## config.mk

```make
export PLATFORM = sky130hd
export DESIGN_NAME = sdram_init_port
export DESIGN_NICKNAME = d
export VERILOG_FILES = /design/src/rtl/sip_pkg.sv /design/src/rtl/sip_field_decode.sv /design/src/rtl/sip_mode_ctrl.sv /design/src/rtl/sip_cmd_drive.sv /design/src/rtl/sdram_init_port.sv
export SDC_FILE = /design/constraint.sdc
export NUM_CORES = 1
export LEC_CHECK = 0
export BUFFER_PORTS_ARGS = -buffer_cell sky130_fd_sc_hd__buf_4
export CAP_MARGIN = 20
export CORE_MARGIN = 8
export CORE_UTILIZATION = 38
export CTS_CLUSTER_DIAMETER = 200
export DETAILED_ROUTE_END_ITERATION = 10
export PLACE_DENSITY = 0.77
export SLEW_MARGIN = 30
export SYNTH_ARGS = -nofsm -noshare
export SYNTH_HDL_FRONTEND = slang
export SYNTH_HIERARCHICAL = 1
export SYNTH_SLANG_ARGS = --single-unit
```

## constraint.sdc

```tcl
create_clock -name clk -period 1.2 [get_ports clk]
set_clock_uncertainty 0.05 [all_clocks]
set_input_delay 0.12 -clock clk [delete_from_list [all_inputs] [get_ports clk]]
set_output_delay 0.12 -clock clk [all_outputs]
set_load 0.05 [all_outputs]
```

## src/rtl/sip_pkg.sv

```systemverilog
// Package: shared command codes and widths of the SDRAM power-up command port.
// Assumes command codes are the {RAS,CAS,WE} active-low triplet.
package sip_pkg;
    localparam int BANK_W = 2;
    localparam int CMD_W  = 3;
    typedef logic [CMD_W-1:0] cmd_t;
    localparam cmd_t CMD_NOP = 3'b111;
    localparam cmd_t CMD_PRE = 3'b010;
    localparam cmd_t CMD_REF = 3'b001;
    localparam cmd_t CMD_LMR = 3'b000;
endpackage

```

## src/rtl/sip_field_decode.sv

```systemverilog
// Module: cuts row, bank and command fields out of a bus address.
// Assumes ADDR_W >= ROW_LSB+ROW_W, ROW_LSB >= BANK_W, and that the command
// field lies at CMD_LSB. Purely combinational.
module sip_field_decode
    import sip_pkg::*;
#(
    parameter int ADDR_W  = 32,
    parameter int ROW_W   = 13,
    parameter int ROW_LSB = 13,
    parameter int CMD_LSB = 4
) (
    input  logic [ADDR_W-1:0] addr,
    output logic [ROW_W-1:0]  row,
    output logic [BANK_W-1:0] bank,
    output cmd_t              cmd
);
    localparam int BANK_LSB = ROW_LSB - BANK_W;

    // Field extraction by position.
    always_comb begin
        row  = addr[ROW_LSB +: ROW_W];
        bank = addr[BANK_LSB +: BANK_W];
        cmd  = addr[CMD_LSB +: CMD_W];
    end
endmodule

```

## src/rtl/sip_mode_ctrl.sv

```systemverilog
// Module: holds the sticky normal-mode flag and the clock-enable latch.
// Assumes rd_strobe and nop_issue are single-cycle qualified strobes.
module sip_mode_ctrl (
    input  logic clk,
    input  logic rst_n,
    input  logic rd_strobe,
    input  logic nop_issue,
    output logic run_mode,
    output logic cke
);
    // Mode flag: set by the first read, cleared only by reset.
    always_ff @(posedge clk) begin
        if (!rst_n)         run_mode <= 1'b0;
        else if (rd_strobe) run_mode <= 1'b1;
    end

    // Clock enable: raised by the first decoded NOP, cleared only by reset.
    always_ff @(posedge clk) begin
        if (!rst_n)         cke <= 1'b0;
        else if (nop_issue) cke <= 1'b1;
    end

    assert_mode_sticky_R7: assert property (@(posedge clk) disable iff (!rst_n)
        run_mode |=> run_mode);
    assert_cke_sticky_R6: assert property (@(posedge clk) disable iff (!rst_n)
        cke |=> cke);
    assert_cke_waits_nop_R6: assert property (@(posedge clk) disable iff (!rst_n)
        (!cke && !nop_issue) |=> !cke);
endmodule

```

## src/rtl/sip_cmd_drive.sv

```systemverilog
// Module: registers one command onto the SDRAM pins for a single clock and
// answers the bus with a one-cycle ready; idles at NOP with zero address.
// Assumes issue is already qualified by init mode.
module sip_cmd_drive
    import sip_pkg::*;
#(
    parameter int ROW_W = 13
) (
    input  logic              clk,
    input  logic              rst_n,
    input  logic              issue,
    input  logic [ROW_W-1:0]  row,
    input  logic [BANK_W-1:0] bank,
    input  cmd_t              cmd,
    output logic [ROW_W-1:0]  mem_addr,
    output logic [BANK_W-1:0] mem_ba,
    output cmd_t              cmd_q,
    output logic              ready
);
    // Pin register: load on issue, fall back to idle NOP otherwise.
    always_ff @(posedge clk) begin
        if (!rst_n || !issue) begin
            mem_addr <= '0;
            mem_ba   <= '0;
            cmd_q    <= CMD_NOP;
        end else begin
            mem_addr <= row;
            mem_ba   <= bank;
            cmd_q    <= cmd;
        end
    end

    // Acknowledge: one pulse per accepted write.
    always_ff @(posedge clk) begin
        if (!rst_n) ready <= 1'b0;
        else        ready <= issue;
    end

    assert_idle_nop_R4: assert property (@(posedge clk) disable iff (!rst_n)
        !issue |=> (cmd_q == CMD_NOP && mem_addr == '0 && mem_ba == '0));
    assert_ack_follows_R5: assert property (@(posedge clk) disable iff (!rst_n)
        issue |=> ready);
    assert_no_stray_ack_R5: assert property (@(posedge clk) disable iff (!rst_n)
        !issue |=> !ready);
endmodule

```

## src/rtl/sdram_init_port.sv

```systemverilog
// Module: SDRAM power-up command port. In init mode each bus write becomes
// one SDRAM command taken from address fields; the first read enters normal
// mode for good. Assumes single-cycle accesses: each cycle with bus_sel high
// is one access. Write data lanes bypass this block.
module sdram_init_port
    import sip_pkg::*;
#(
    parameter int ADDR_W  = 32,
    parameter int ROW_W   = 13,
    parameter int ROW_LSB = 13,
    parameter int CMD_LSB = 4
) (
    input  logic              clk,
    input  logic              rst_n,
    input  logic              bus_sel,
    input  logic              bus_we,
    input  logic [ADDR_W-1:0] bus_addr,
    output logic              bus_ready,
    output logic              mem_cke,
    output logic              mem_ras_n,
    output logic              mem_cas_n,
    output logic              mem_we_n,
    output logic [BANK_W-1:0] mem_ba,
    output logic [ROW_W-1:0]  mem_addr,
    output logic              run_mode
);
    logic [ROW_W-1:0]  f_row;
    logic [BANK_W-1:0] f_bank;
    cmd_t              f_cmd;
    cmd_t              cmd_q;
    logic              issue;
    logic              rd_strobe;
    logic              nop_issue;

    // Access qualification: writes decode only in init mode.
    always_comb begin
        issue     = bus_sel && bus_we && !run_mode;
        rd_strobe = bus_sel && !bus_we;
        nop_issue = issue && (f_cmd == CMD_NOP);
    end

    sip_field_decode #(
        .ADDR_W(ADDR_W), .ROW_W(ROW_W), .ROW_LSB(ROW_LSB), .CMD_LSB(CMD_LSB)
    ) u_decode (
        .addr(bus_addr), .row(f_row), .bank(f_bank), .cmd(f_cmd)
    );

    sip_mode_ctrl u_mode (
        .clk(clk), .rst_n(rst_n), .rd_strobe(rd_strobe),
        .nop_issue(nop_issue), .run_mode(run_mode), .cke(mem_cke)
    );

    sip_cmd_drive #(.ROW_W(ROW_W)) u_drive (
        .clk(clk), .rst_n(rst_n), .issue(issue), .row(f_row), .bank(f_bank),
        .cmd(f_cmd), .mem_addr(mem_addr), .mem_ba(mem_ba), .cmd_q(cmd_q),
        .ready(bus_ready)
    );

    // Pin split of the registered command triplet.
    always_comb begin
        {mem_ras_n, mem_cas_n, mem_we_n} = cmd_q;
    end

    assert_cmd_from_addr_R3: assert property (@(posedge clk) disable iff (!rst_n)
        issue |=> ({mem_ras_n, mem_cas_n, mem_we_n} == $past(bus_addr[CMD_LSB +: CMD_W])));
    assert_row_from_addr_R1: assert property (@(posedge clk) disable iff (!rst_n)
        issue |=> (mem_addr == $past(bus_addr[ROW_LSB +: ROW_W])));
    assert_normal_ignores_R8: assert property (@(posedge clk) disable iff (!rst_n)
        run_mode |=> ({mem_ras_n, mem_cas_n, mem_we_n} == CMD_NOP && !bus_ready));
endmodule

```

### After elaboration in Yosys (flattened, before gate mapping)

Cells that the tools add are included.

| storage, ports and cells | value |
|---|---|
| output and inout bits | 21 |
| register bits | 21 |
| input bits | 36 |
| word-level logic and storage cells | 16 |

| operators by class | value |
|---|---|
| reductions and logical operators | 9 |
| equality and inequality tests | 1 |

Operator list:

| cell | number |
|---|---|
| 1-bit logical AND | 4 |
| 1-bit zero test | 4 |
| 3-bit equality test, second input constant | 1 |
| 1-bit logical OR | 1 |

### Logic depth before layout (Yosys ltp)

Gate-level depths: netlist of the first run.

| depth | value |
|---|---|
| word-level depth | 4 |
| gate-level depth with buffers | 4 |
| mapped depth without buffers | 3 |

### By module

The synthesis of the first run kept the hierarchy.

Modules (own cells, without submodules):

| module | area each (um^2) | instances | seq. area each (um^2) | cells each |
|---|---|---|---|---|
| sip_cmd_drive | 534.3 | 1 | 380.4 | 40 |
| sip_field_decode | 135.1 | 1 | 0.0 | 18 |
| sip_mode_ctrl | 55.1 | 1 | 40.0 | 4 |
| sdram_init_port | 31.3 | 1 | 0.0 | 5 |

### Least setup slack after synthesis of the first run

No wires, ideal clock.

| path | value |
|---|---|
| kind | register to register |
| start | reg u_mode.run_mode |
| end | reg u_drive.ready |
| required time | 1.034 ns |
| path buffers | 1 |
| data arrival time | 1.217 ns |
| library setup time | 0.116 ns |
| stages on the path, launching flop included | 4 |
| slack | -0.183 ns |
| period minus slack after synthesis | 1.383 ns |
| cell sequence | dfxtp_1 nor2_1 buf_4 and2_2 |

| on the way | value |
|---|---|
| cells in the longest elaborated chain, start to end | 2 |

Ends and longest elaborated chain:

| element | line | text |
|---|---|---|
| from (decl) | sip_mode_ctrl.sv:8 | `output logic run_mode,` |
| from (signal assigned) | sip_mode_ctrl.sv:13 | `if (!rst_n) run_mode <= 1'b0;` |
| from (signal assigned) | sip_mode_ctrl.sv:14 | `else if (rd_strobe) run_mode <= 1'b1;` |
| 1-bit zero test | sdram_init_port.sv:37 | `issue = bus_sel && bus_we && !run_mode;` |
| 1-bit logical AND | sdram_init_port.sv:37 |  |
| via issue | sdram_init_port.sv:31 | `logic issue;` |
| to (signal assigned) | sip_cmd_drive.sv:36 | `else ready <= issue;` |
| to (decl) | sip_cmd_drive.sv:18 | `output logic ready` |

The timed path passes the listed nets, and every way through them passes these cells.
A chain may end at the register's enable or synchronous reset.

### Worst setup path after layout of the first run

| path | value |
|---|---|
| start | reg u_mode.run_mode |
| end | out run_mode |

RTL lines:

| element | line | text |
|---|---|---|
| to (decl) | sdram_init_port.sv:25 | `output logic run_mode` |

No word-level cell between the ends.

==> results.ini, run 1 <==
[placement]
routabilityCongestion = 0.634
dpl-instance-area_sq_um = 967
hpwl_um = 1220
portBuffers = 42

[cells_and_area]
insertedDiodeCount = 0
drive_gt1_share_pct = 60.0
num-fill-cells = 190
fin_nets = 137
area_growth_pct = 38.1
fin_area_sq_um = 1040
fin_util_pct = 54.3

[routing]
drtIter0Drc = 4
viasPerCell = 4.16
wl_met2_um = 772
drcViolationCount = 0
wl_um = 1570
ant_nets = 0
routed.top_layer = met4
drt_first_pass_iters = 4
post_drt_wl_per_cell_um = 12.4
vias = 528
dr_wl_met3_um = 152
wl_met1_um = 618

[clocking]
cts_tree = done
clock_sinks = 21
ctsRootBufferMaster = clkbuf_4
clockBufferDepth = 2
clock_latency_ns = 0.28
clk_transition_reported_paths_ns = 0.11
htree_levels = 1
numCtsBuffers = 3
cts_setup_buffers = 0

[synth]
synth.top_cell.area_share_pct = 55.6
synth_top_area_cell = dfxtp_1
syn-instance-count = 67
syn_area_sq_um = 756
synth_cell_types = 13
ys_ff_latch = 21
ys_warn_count = 6
synth_area_leaders = dfxtp_1, buf_4, and3_2
syn_area_per_cell_sq_um = 11.3
synth_nets = 103
yosysSeqAreaShare_pct = 55.6

[setup_path]
cpLargestDelayFamily = flip-flops
end_kind = primary output
cp-start-kind = register
crit_required_ns = 1.03
startpoint = u_mode/run_mode$_SDFFE_PN0P_
path_cells = buf_4
cpMaxStageDelayCell = dfxtp_2
rrSetupSlack_ns = 0.28
crit_arrival_ns = 0.87
critical_path.max_fanout = 4
crit_buf_inv = 1
critical_path_class = register to primary output
reg2reg_from = u_mode/run_mode$_SDFFE_PN0P_
max_stage_delay_ns = 0.38

[worst_hold_path]
min_from = bus_addr[20]
min_path_type = input port to register

[pwr]
intPower_mw = 0.944
vdd_drop_max_mv = 0.953
switching_share_pct = 24.6
power_density_nw_per_um2 = 1200
clkPwrFrac_pct = 25.5
power_frac_comb_pct = 16.7
pwr-share-seq_pct = 57.9
power_leakage_nw = 0.536
p_switching_mw = 0.307

[sta]
setup_viol = 0
max_slew.worst_pin.slew_ns = 0.167
slew_headroom_pct = 88.9
fin_crit_sh_pct = 86.4
rsz0062_at_grt = false
max_freq_ghz = 0.964
drv_slew = 0
tns_ns = 0
hold_violations = 0
fin_crit_ns = 1.04

[floorplanning]
core_area_sq_um = 1920
initial_core_util_pct = 39.3
io_pins = 57
die_y_um = 60.6
rows = 16
die_area_sq_um = 3670
die_w_um = 60.6

[global_routing]
grt_first_pass_wirelength_um = 2390
grt_overflow = 0
grt_max_degree = 22
antenna_found_initial = 0
grt_pass1_vias = 551
grt_usage_pct = 8.74

[run]
drv_cap = 0

[outcome]
outcome = finished clean

## power by group through the flow
stage               combinational [mW]  sequential [mW]  clock [mW]
finish                           0.208            0.724       0.318
global placement                 0.194            0.740           0
detailed placement               0.197            0.740           0
CTS                              0.208            0.724       0.341
floorplan                       0.0739            0.810           0
global route                     0.223            0.727       0.371
## cell usage in the layout (no fill, tap or decap)
master	count
clkbuf_4	3
nor2_1	1
dfxtp_1	20
and3_2	9
and2b_2	1
nand3_1	1
nand2_1	1
buf_4	44
dlygate4sd3_1	5
and2_2	1
nor3_2	1
o21a_1	2
clkbuf_1	1
nand3b_1	3
and3_1	6
dfxtp_2	1
## path summary, 6_finish.rpt
kind | to | cells past startpoint
setup / recovery | run_mode | 1
hold / removal | u_drive/mem_addr[7]$_SDFF_PP0_ | 2
setup reg to reg | u_drive/mem_addr[1]$_SDFF_PP0_ | 3
hold reg to reg | u_mode/cke$_SDFFE_PN0P_ | 1
## cells by family (layout without fill, tap and decap cells)
kind of cell | count (synthesis) | in the layout | share of synthesized area [%]
AO/OA/AOI/OAI | 2 | 2 | 1.99
buffers and inverters | 20 | 53 | 20.4
AND/OR/NAND/NOR | 24 | 24 | 22.0
flip-flops | 21 | 21 | 55.6
## layout make-up
cell class	count	area [sq um]	share of cell area, %
tap	27	33.8	3.24
timing repair buffer	49	380	36.5
clock buffer	4	26.3	2.52
multi-input combinational	26	181	17.4
sequential	21	422	40.4
## cells in the mapped netlist, drive strengths merged
| master | number |
|---|---|
| and3 | 15 |
| dfxtp | 21 |
| and2 | 1 |
| nor2 | 1 |
| nand2 | 1 |
| o21a | 2 |
| nand3b | 3 |
| nor3 | 1 |
| and2b | 1 |
| nand3 | 1 |
| buf | 20 |
## per-stage QoR
stage,setup slack [ns],cells,hold WS [ns],power [mW]
global placement,0.295,118,0.273,0.934
global route,0.0991,127,0.00372,1.32
detailed placement,0.291,118,0.274,0.937
CTS,0.140,126,0.00366,1.27
floorplan,0.0456,67,0.187,0.884
finish,0.163,127,0.0141,1.25
## state kept, by name, indices dropped and copies added, names as in the netlist
signal            count
u_drive/cmd_q         3
u_drive/mem_addr     13
u_drive/mem_ba        2
u_drive/ready         1
u_mode/cke            1
u_mode/run_mode       1
## per-layer routing
| metal | vias up | GRT usage, % |
|---|---|---|
| met2 | 24 | 16.6 |
| met3 | 2 | 3.18 |
| met4 | 0 | 5.98 |
| met1 | 230 | 7.30 |
| met5 | - | 0 |
| li1 | 272 | - |
## timing repair
action / in CTS / in global routing
resized for setup: 0 / 0
hold buffers: 4 / 1
endpoints found under the hold margin: 4 / 1
No activity file was read; power rests on OpenSTA's default activity.
==> run 2, diff against run 1 <==
Settings changed: ABC_AREA set to 1, CAP_MARGIN 20 to 0, CORE_UTILIZATION 38 to 39.
==> run 2 against run 1 <==
  * Fmax increased by 1.0%
  * Total power increased by 4.2%
  * Final cell count increased by 28%
  * Sequential power about the same
  * Clock power increased by 2%
  * Wire length increased by 12%
  * Count of clock-buffer cells in the layout unchanged
  * Flip-flop and latch count unchanged
  * Synthesized cell count increased by 34%
  * Global-route usage increased by 1.4 points
  * First-iteration DRC count decreased by 25%
  * Area after synthesis increased by 5.0%
  * Largest cell class is now buffers
==> results.ini, run 2 <==
[outcome]
outcome = finished clean

[clocking]
clockBufferDepth = 2  ; unchanged
numCtsBuffers = 3  ; unchanged
cts_setup_buffers = 0  ; unchanged
clock_sinks = 21  ; unchanged
htree_levels = 1  ; unchanged
ctsRootBufferMaster = clkbuf_4
cts_tree = done
clock_latency_ns = 0.29  ; about the same
clk_transition_reported_paths_ns = 0.11  ; about the same

[pwr]
pwr-share-seq_pct = 55.5  ; -2.4 points
power_density_nw_per_um2 = 1070  ; -11%
p_switching_mw = 0.335  ; +9.0%
power_frac_comb_pct = 19.6  ; +2.9 points
intPower_mw = 0.968  ; +2.6%
vdd_drop_max_mv = 0.677  ; -29%
switching_share_pct = 25.7  ; +1.1 points
power_leakage_nw = 0.657  ; +23%
power_mw = 1.30  ; +4.2%
clkPwrFrac_pct = 24.8  ; -0.7 points

[synth]
yosys_most_used_dff = dfxtp_1
syn_area_per_cell_sq_um = 8.81  ; -22%
synth_cell_types = 9  ; -4
synth-edff-count = 0  ; unchanged
synth_top_area_cell = dfxtp_1
ys_warn_count = 6  ; unchanged
yosysSeqAreaShare_pct = 53.0  ; -2.6 points
synth_area_leaders = dfxtp_1, buf_4, inv_1
synth.top_cell.area_share_pct = 53.0  ; -2.6 points
synth_nets = 126  ; +22%
syn-instance-count = 90  ; +34%
synth_async_sr_flop_share_pct = 0  ; unchanged
synth_common_cells = inv_1, dfxtp_1, buf_4
syn_area_sq_um = 793  ; +5.0%
ys_ff_latch = 21  ; unchanged
synthMostInstantiatedCell = inv_1

[cells_and_area]
layout_commonest_cell = buf_4
area_growth_pct = 53.6
largest-register = u_drive/mem_addr
fin_area_sq_um = 1220  ; +17%
largest_reg_flops = 13  ; unchanged
mostFrequentLayoutCells = buf_4, inv_1, dfxtp_1
reg.largest.list = u_drive/mem_addr: 13 flops, u_drive/cmd_q: 3 flops, u_drive/mem_ba: 2 flops
drive_gt1_share_pct = 42.6  ; -17 points
insertedDiodeCount = 0  ; unchanged
fin_nets = 173  ; +26%
num-fill-cells = 165  ; -13%
final_cell_count_no_fill = 163  ; +28%
fin_util_pct = 62.8  ; +8.5 points

[routing]
viasPerCell = 3.78  ; -9.1%
drcViolationCount = 0  ; unchanged
drt_first_pass_iters = 2  ; -2
vias = 616  ; +17%
ant_nets = 0  ; unchanged
wl_um = 1760  ; +12%
drtIter0Drc = 3  ; -1
post_drt_wl_per_cell_um = 10.8  ; -13%

[floorplanning]
initial_core_util_pct = 40.9  ; +1.5 points
io_pins = 57  ; unchanged
rows = 16  ; unchanged
core_area_sq_um = 1940  ; +1.0%
die_y_um = 61.1  ; +0.83%
die_w_um = 61.1  ; +0.83%
die_area_sq_um = 3730  ; +1.7%

[setup_path]
rrSetupSlack_ns = 0.17  ; -0.11 ns
crit_required_ns = 1.38  ; +0.35 ns
crit_arrival_ns = 1.21  ; +0.34 ns
critical_path_class = register to register
end_kind = register
critical_path.max_fanout = 16  ; +12
cp-start-kind = register
ff2ff_path_depth = 5  ; +2

[sta]
fin_crit_sh_pct = 85.5  ; -0.85 points
hold_violations = 0  ; unchanged
setup_viol = 0  ; unchanged
max_slew.worst_pin.slew_ns = 0.233  ; +0.0659 ns
rsz0062_at_grt = false
slew_headroom_pct = 84.5  ; -4.4 points
timing.final.ws_setup_ns = 0.173  ; +0.0102 ns
fin_crit_ns = 1.03  ; -0.0102 ns
drv_slew = 0  ; unchanged
max_freq_ghz = 0.974  ; +1.0%
tns_ns = 0  ; unchanged
timing.hold.ws_ns = 0.0577  ; +0.0436 ns

[placement]
portBuffers = 42  ; unchanged
dp_cells = 140  ; +19%
dpl-instance-area_sq_um = 997  ; +3.1%
dp_slack_ns = 0.0819  ; -0.209 ns
hpwl_um = 1200  ; -1.6%
routabilityCongestion = 0.717  ; +13%

[global_routing]
grt_overflow = 0  ; unchanged
antenna_found_initial = 0  ; unchanged
grt_max_degree = 17  ; -23%
grt_pass1_vias = 694  ; +26%
grt_usage_pct = 10.2  ; +1.4 points
grt_first_pass_wirelength_um = 2810  ; +17%

[worst_hold_path]
hold_depth = 4  ; +2
min_path_type = input port to register

[run]
drv_cap = 0  ; unchanged

## run 2: changes by cell type after synthesis, sizes merged
cell / change
nand3b: -3
and2b: -1
and3: -15
o21a: -2
buf: -1
and2: -1
nand3: +4
nor3: -1
nor2: +20
inv: +23
## run 2: layout make-up
cell class	count	area (sq um)	area share [%]
Clock buffer	4	26.3	2.16
Timing Repair Buffer	61	505	41.5
Inverter	23	86.3	7.08
Sequential cell	21	422	34.6
Tap cell	27	33.8	2.77
Multi-Input combinational cell	27	145	11.9
## run 2: worst paths after layout
check,start,to
setup / recovery,u_mode/run_mode$_SDFFE_PN0P_,u_drive/mem_addr[12]$_SDFF_PP0_
hold / removal,bus_we,u_mode/run_mode$_SDFFE_PN0P_
setup reg to reg,u_mode/run_mode$_SDFFE_PN0P_,u_drive/mem_addr[12]$_SDFF_PP0_
hold reg to reg,u_mode/run_mode$_SDFFE_PN0P_,u_mode/run_mode$_SDFFE_PN0P_
## run 2: cells by family after synthesis
family,synth area share [%]
buf+inv,29.3
flops,53.0
simple gates,17.7
## run 2: layer usage
layer | track usage [%] | share of wire (%) | vias up
li1 | - | - | 324
met1 | 8.62 | 34 | 262
met2 | 18.8 | 53 | 28
met3 | 4.80 | 12 | 2
met4 | 5.98 | 0.80 | 0
met5 | 0 | 0 | -
## run 2: what timing repair did
item,4_1_cts,5_1_grt
endpoints found under the hold margin,18,0
resized for setup,0,1
setup endpoints to repair,0,16
hold buffers,19,0
## run 2: power groups by stage
stage | combinational [mW] | sequential (mW) | clock, mW
2_1_floorplan | 0.0839 | 0.809 | 0
3_3_place_gp | 0.201 | 0.739 | 0
3_5_place_dp | 0.205 | 0.739 | 0
4_1_cts | 0.254 | 0.724 | 0.353
5_1_grt | 0.274 | 0.726 | 0.368
6_report | 0.256 | 0.723 | 0.324
## run 2: worst max-delay path, stage by stage (launching register included)
cell and delay (ns):
dfxtp_2 0.34, inv_1 0.06, nand3_2 0.07, inv_1 0.14, nand2_4 0.17, nor2_1 0.14
==> run 3, diff against run 2 <==
Settings changed: ABC_AREA 1 to unset, CORE_UTILIZATION 39 to 34, PLACE_DENSITY 0.77 to 0.76, SYNTH_HIERARCHICAL 1 to unset.
==> run 3 against run 2 <==
  * Count of clock-buffer cells in the layout unchanged
  * Total power decreased by 2.0%
  * Global-route usage increased by 0.93 points
  * Non-clock buffer count increased by 2
  * Hold slack improved by 0.018 ns
  * First-iteration DRC count increased to 2.7 times the previous value
  * Critical path depth unchanged
  * Worst setup slack got worse by 0.15 ns
  * Register-to-register slack got worse by 0.02 ns
  * Largest cell class unchanged
==> results.ini, run 3 <==
[outcome]
outcome = finished clean

[floorplanning]
io_pins = 57  ; unchanged
rows = 15  ; -1
die_y_um = 58.0  ; -5.1%
die_area_sq_um = 3360  ; -9.9%
initial_core_util_pct = 35.5  ; -5.4 points
core_area_sq_um = 1690  ; -13%
die_w_um = 58.0  ; -5.1%

[synth]
synth_nets = 82  ; -35%
ys_warn_count = 0  ; -6
synth_async_sr_flop_share_pct = 0  ; unchanged
synth.top_cell.area_share_pct = 70.1  ; +17 points
synth_cell_types = 10  ; +1
ys_ff_latch = 21  ; unchanged
synth_common_cells = dfxtp_1, and2_1, and2_2
synth_area_leaders = dfxtp_1, and2_1, and2_2
syn_area_per_cell_sq_um = 13.0  ; +48%
yosysSeqAreaShare_pct = 70.1  ; +17 points
synth-edff-count = 0  ; unchanged
syn-instance-count = 46  ; -49%
yosys_most_used_dff = dfxtp_1
synthMostInstantiatedCell = dfxtp_1
synth_top_area_cell = dfxtp_1
syn_area_sq_um = 599  ; -24%

[cells_and_area]
mostFrequentLayoutCells = buf_4, dfxtp_1, dlygate4sd3_1
largest_reg_flops = 13  ; unchanged
insertedDiodeCount = 0  ; unchanged
drive_gt1_share_pct = 46.8  ; +4.2 points
fin_nets = 148  ; -14%
area_growth_pct = 91.6
layout_commonest_cell = buf_4
reg.largest.list = u_drive.mem_addr: 13 flops, u_drive.cmd_q: 3 flops, u_drive.mem_ba: 2 flops
largest-register = u_drive.mem_addr

[global_routing]
grt_first_pass_wirelength_um = 2850  ; +1.5%
antenna_found_initial = 0  ; unchanged
grt_max_degree = 12  ; -5
grt_pass1_vias = 601  ; -13%
grt_overflow = 0  ; unchanged
grt_usage_pct = 11.1  ; +0.93 points

[placement]
dp_slack_ns = 0.152  ; +0.0705 ns
hpwl_um = 1130  ; -6.5%
portBuffers = 42  ; unchanged
routabilityCongestion = 0.656  ; -8.5%

[routing]
ant_nets = 0  ; unchanged
vias = 543  ; -12%
drt_first_pass_iters = 4  ; +2
drtIter0Drc = 8  ; +5
wl_um = 1770  ; +0.51%
post_drt_wl_per_cell_um = 13.8  ; +28%
viasPerCell = 4.24  ; +12%
drcViolationCount = 0  ; unchanged

[setup_path]
critical_path_class = input port to register
end_kind = register
critical_path.max_fanout = 10  ; -6
cp-start-kind = input port
reg2reg_from = u_mode.run_mode$_SDFFE_PN0P_
ff2ff_path_depth = 3  ; -2
startpoint = rst_n
endpoint = u_drive.mem_addr[12]$_SDFF_PP0_
r2r-end = u_drive.mem_addr[12]$_SDFF_PP0_
rrSetupSlack_ns = 0.15  ; -0.02 ns
crit_arrival_ns = 1.32  ; +0.11 ns
crit_required_ns = 1.35  ; -0.03 ns

[sta]
timing.final.ws_setup_ns = 0.0236  ; -0.150 ns
max_freq_ghz = 0.850  ; -13%
tns_ns = 0  ; unchanged
slew_headroom_pct = 89.7  ; +5.3 points
setup_viol = 0  ; unchanged
fin_crit_ns = 1.18  ; +0.150 ns
hold_violations = 0  ; unchanged
rsz0062_at_grt = false
drv_slew = 0  ; unchanged
max_slew.worst_pin.slew_ns = 0.155  ; -0.0774 ns
fin_crit_sh_pct = 98.0  ; +12 points

[pwr]
p_switching_mw = 0.309  ; -7.8%
power_frac_comb_pct = 18.2  ; -1.4 points
vdd_drop_max_mv = 0.631  ; -6.7%
switching_share_pct = 24.2  ; -1.5 points
clkPwrFrac_pct = 25.2  ; +0.4 points
power_density_nw_per_um2 = 1110  ; +4.0%
pwr-share-seq_pct = 56.6  ; +1.1 points
intPower_mw = 0.969  ; about the same
power_leakage_nw = 0.556  ; -15%

[clocking]
ctsRootBufferMaster = clkbuf_4
clk_transition_reported_paths_ns = 0.11  ; about the same
clock_latency_ns = 0.29  ; about the same
numCtsBuffers = 3  ; unchanged
cts_tree = done
clock_sinks = 21  ; unchanged
clockBufferDepth = 2  ; unchanged
htree_levels = 1  ; unchanged
post_cts_resized = 0  ; unchanged

[worst_hold_path]
min_path_type = input port to register

[run]
drv_cap = 0  ; unchanged

-- run 3: cell types whose count changed after synthesis, moves of 3 or more --
cell / delta
nor2_1: -11
nor2_2: -10
and2_2: +4
buf_4: -18
nand2b_1: +3
nand3_1: -4
and2_1: +11
inv_1: -23
-- run 3: worst max-delay path, stage by stage --
cell,delay (ns)
dlygate4sd3_1,0.53
buf_4,0.14
and4b_1,0.17
buf_4,0.16
and2_2,0.20
-- run 3: worst min-delay path by stage --
stage | slack (ns) | cells after the start | from | endpoint
floorplan | 0.17 | 1 | bus_addr[4] | u_drive.cmd_q[0]$_SDFF_PP1_
global placement | 0.26 | 2 | bus_addr[6] | u_drive.cmd_q[2]$_SDFF_PP1_
detailed placement | 0.26 | 2 | bus_addr[6] | u_drive.cmd_q[2]$_SDFF_PP1_
CTS | 0.06 | 3 | bus_we | u_mode.run_mode$_SDFFE_PN0P_
global route | 0.09 | 3 | bus_we | u_mode.run_mode$_SDFFE_PN0P_
finish | 0.08 | 3 | bus_we | u_mode.run_mode$_SDFFE_PN0P_
-- run 3: final cells by class --
type	instances	area, sq um
timing repair buffer	63	520
clock buffer	4	26.3
fill	136	541
tap	17	21.3
sequential	21	424
multi-input combinational	23	156
-- run 3: repair_timing --
item / in CTS / in global routing
buffers inserted: 0 / 0
endpoints found under the setup margin: 0 / 0
hold endpoints to repair: 19 / 0
hold buffers: 19 / 0
-- run 3: kinds of logic after synthesis --
| group | Yosys count | share of synthesized area, % |
|---|---|---|
| AO/OA/AOI/OAI | 2 | 2.71 |
| buffers and inverters | 2 | 3.76 |
| AND/OR/NAND/NOR | 21 | 23.4 |
| flip-flops | 21 | 70.1 |
-- run 3: routing by layer --
metal | track usage (%) | up-vias | part of all wire, %
li1 | - | 272 | -
met1 | 10.6 | 242 | 35
met2 | 19.7 | 27 | 55
met3 | 3.75 | 2 | 8.8
met4 | 7.34 | 0 | 1.2
met5 | 0 | - | 0
-- run 3: power by group through the flow --
| stage | Sequential (mW) | Combinational (mW) | Clock, mW |
|---|---|---|---|
| detailed placement | 0.738 | 0.182 | 0 |
| CTS | 0.722 | 0.233 | 0.335 |
| floorplan | 0.808 | 0.0258 | 0 |
| finish | 0.722 | 0.233 | 0.322 |
| global placement | 0.738 | 0.180 | 0 |
| global route | 0.725 | 0.246 | 0.355 |
-- run 3: metrics by stage --
stage	hold WS, ns	instance area (sq um)	total power, mW	utilization (%)	std cells
final	0.0752	1150	1.28	68.0	128
after global routing	0.0869	1150	1.33	68.0	128
after detailed placement	0.263	932	0.920	55.2	105
after CTS	0.0584	1150	1.29	68.0	128
after global placement	0.263	932	0.917	55.2	105
after floorplan	0.171	603	0.834	-	46
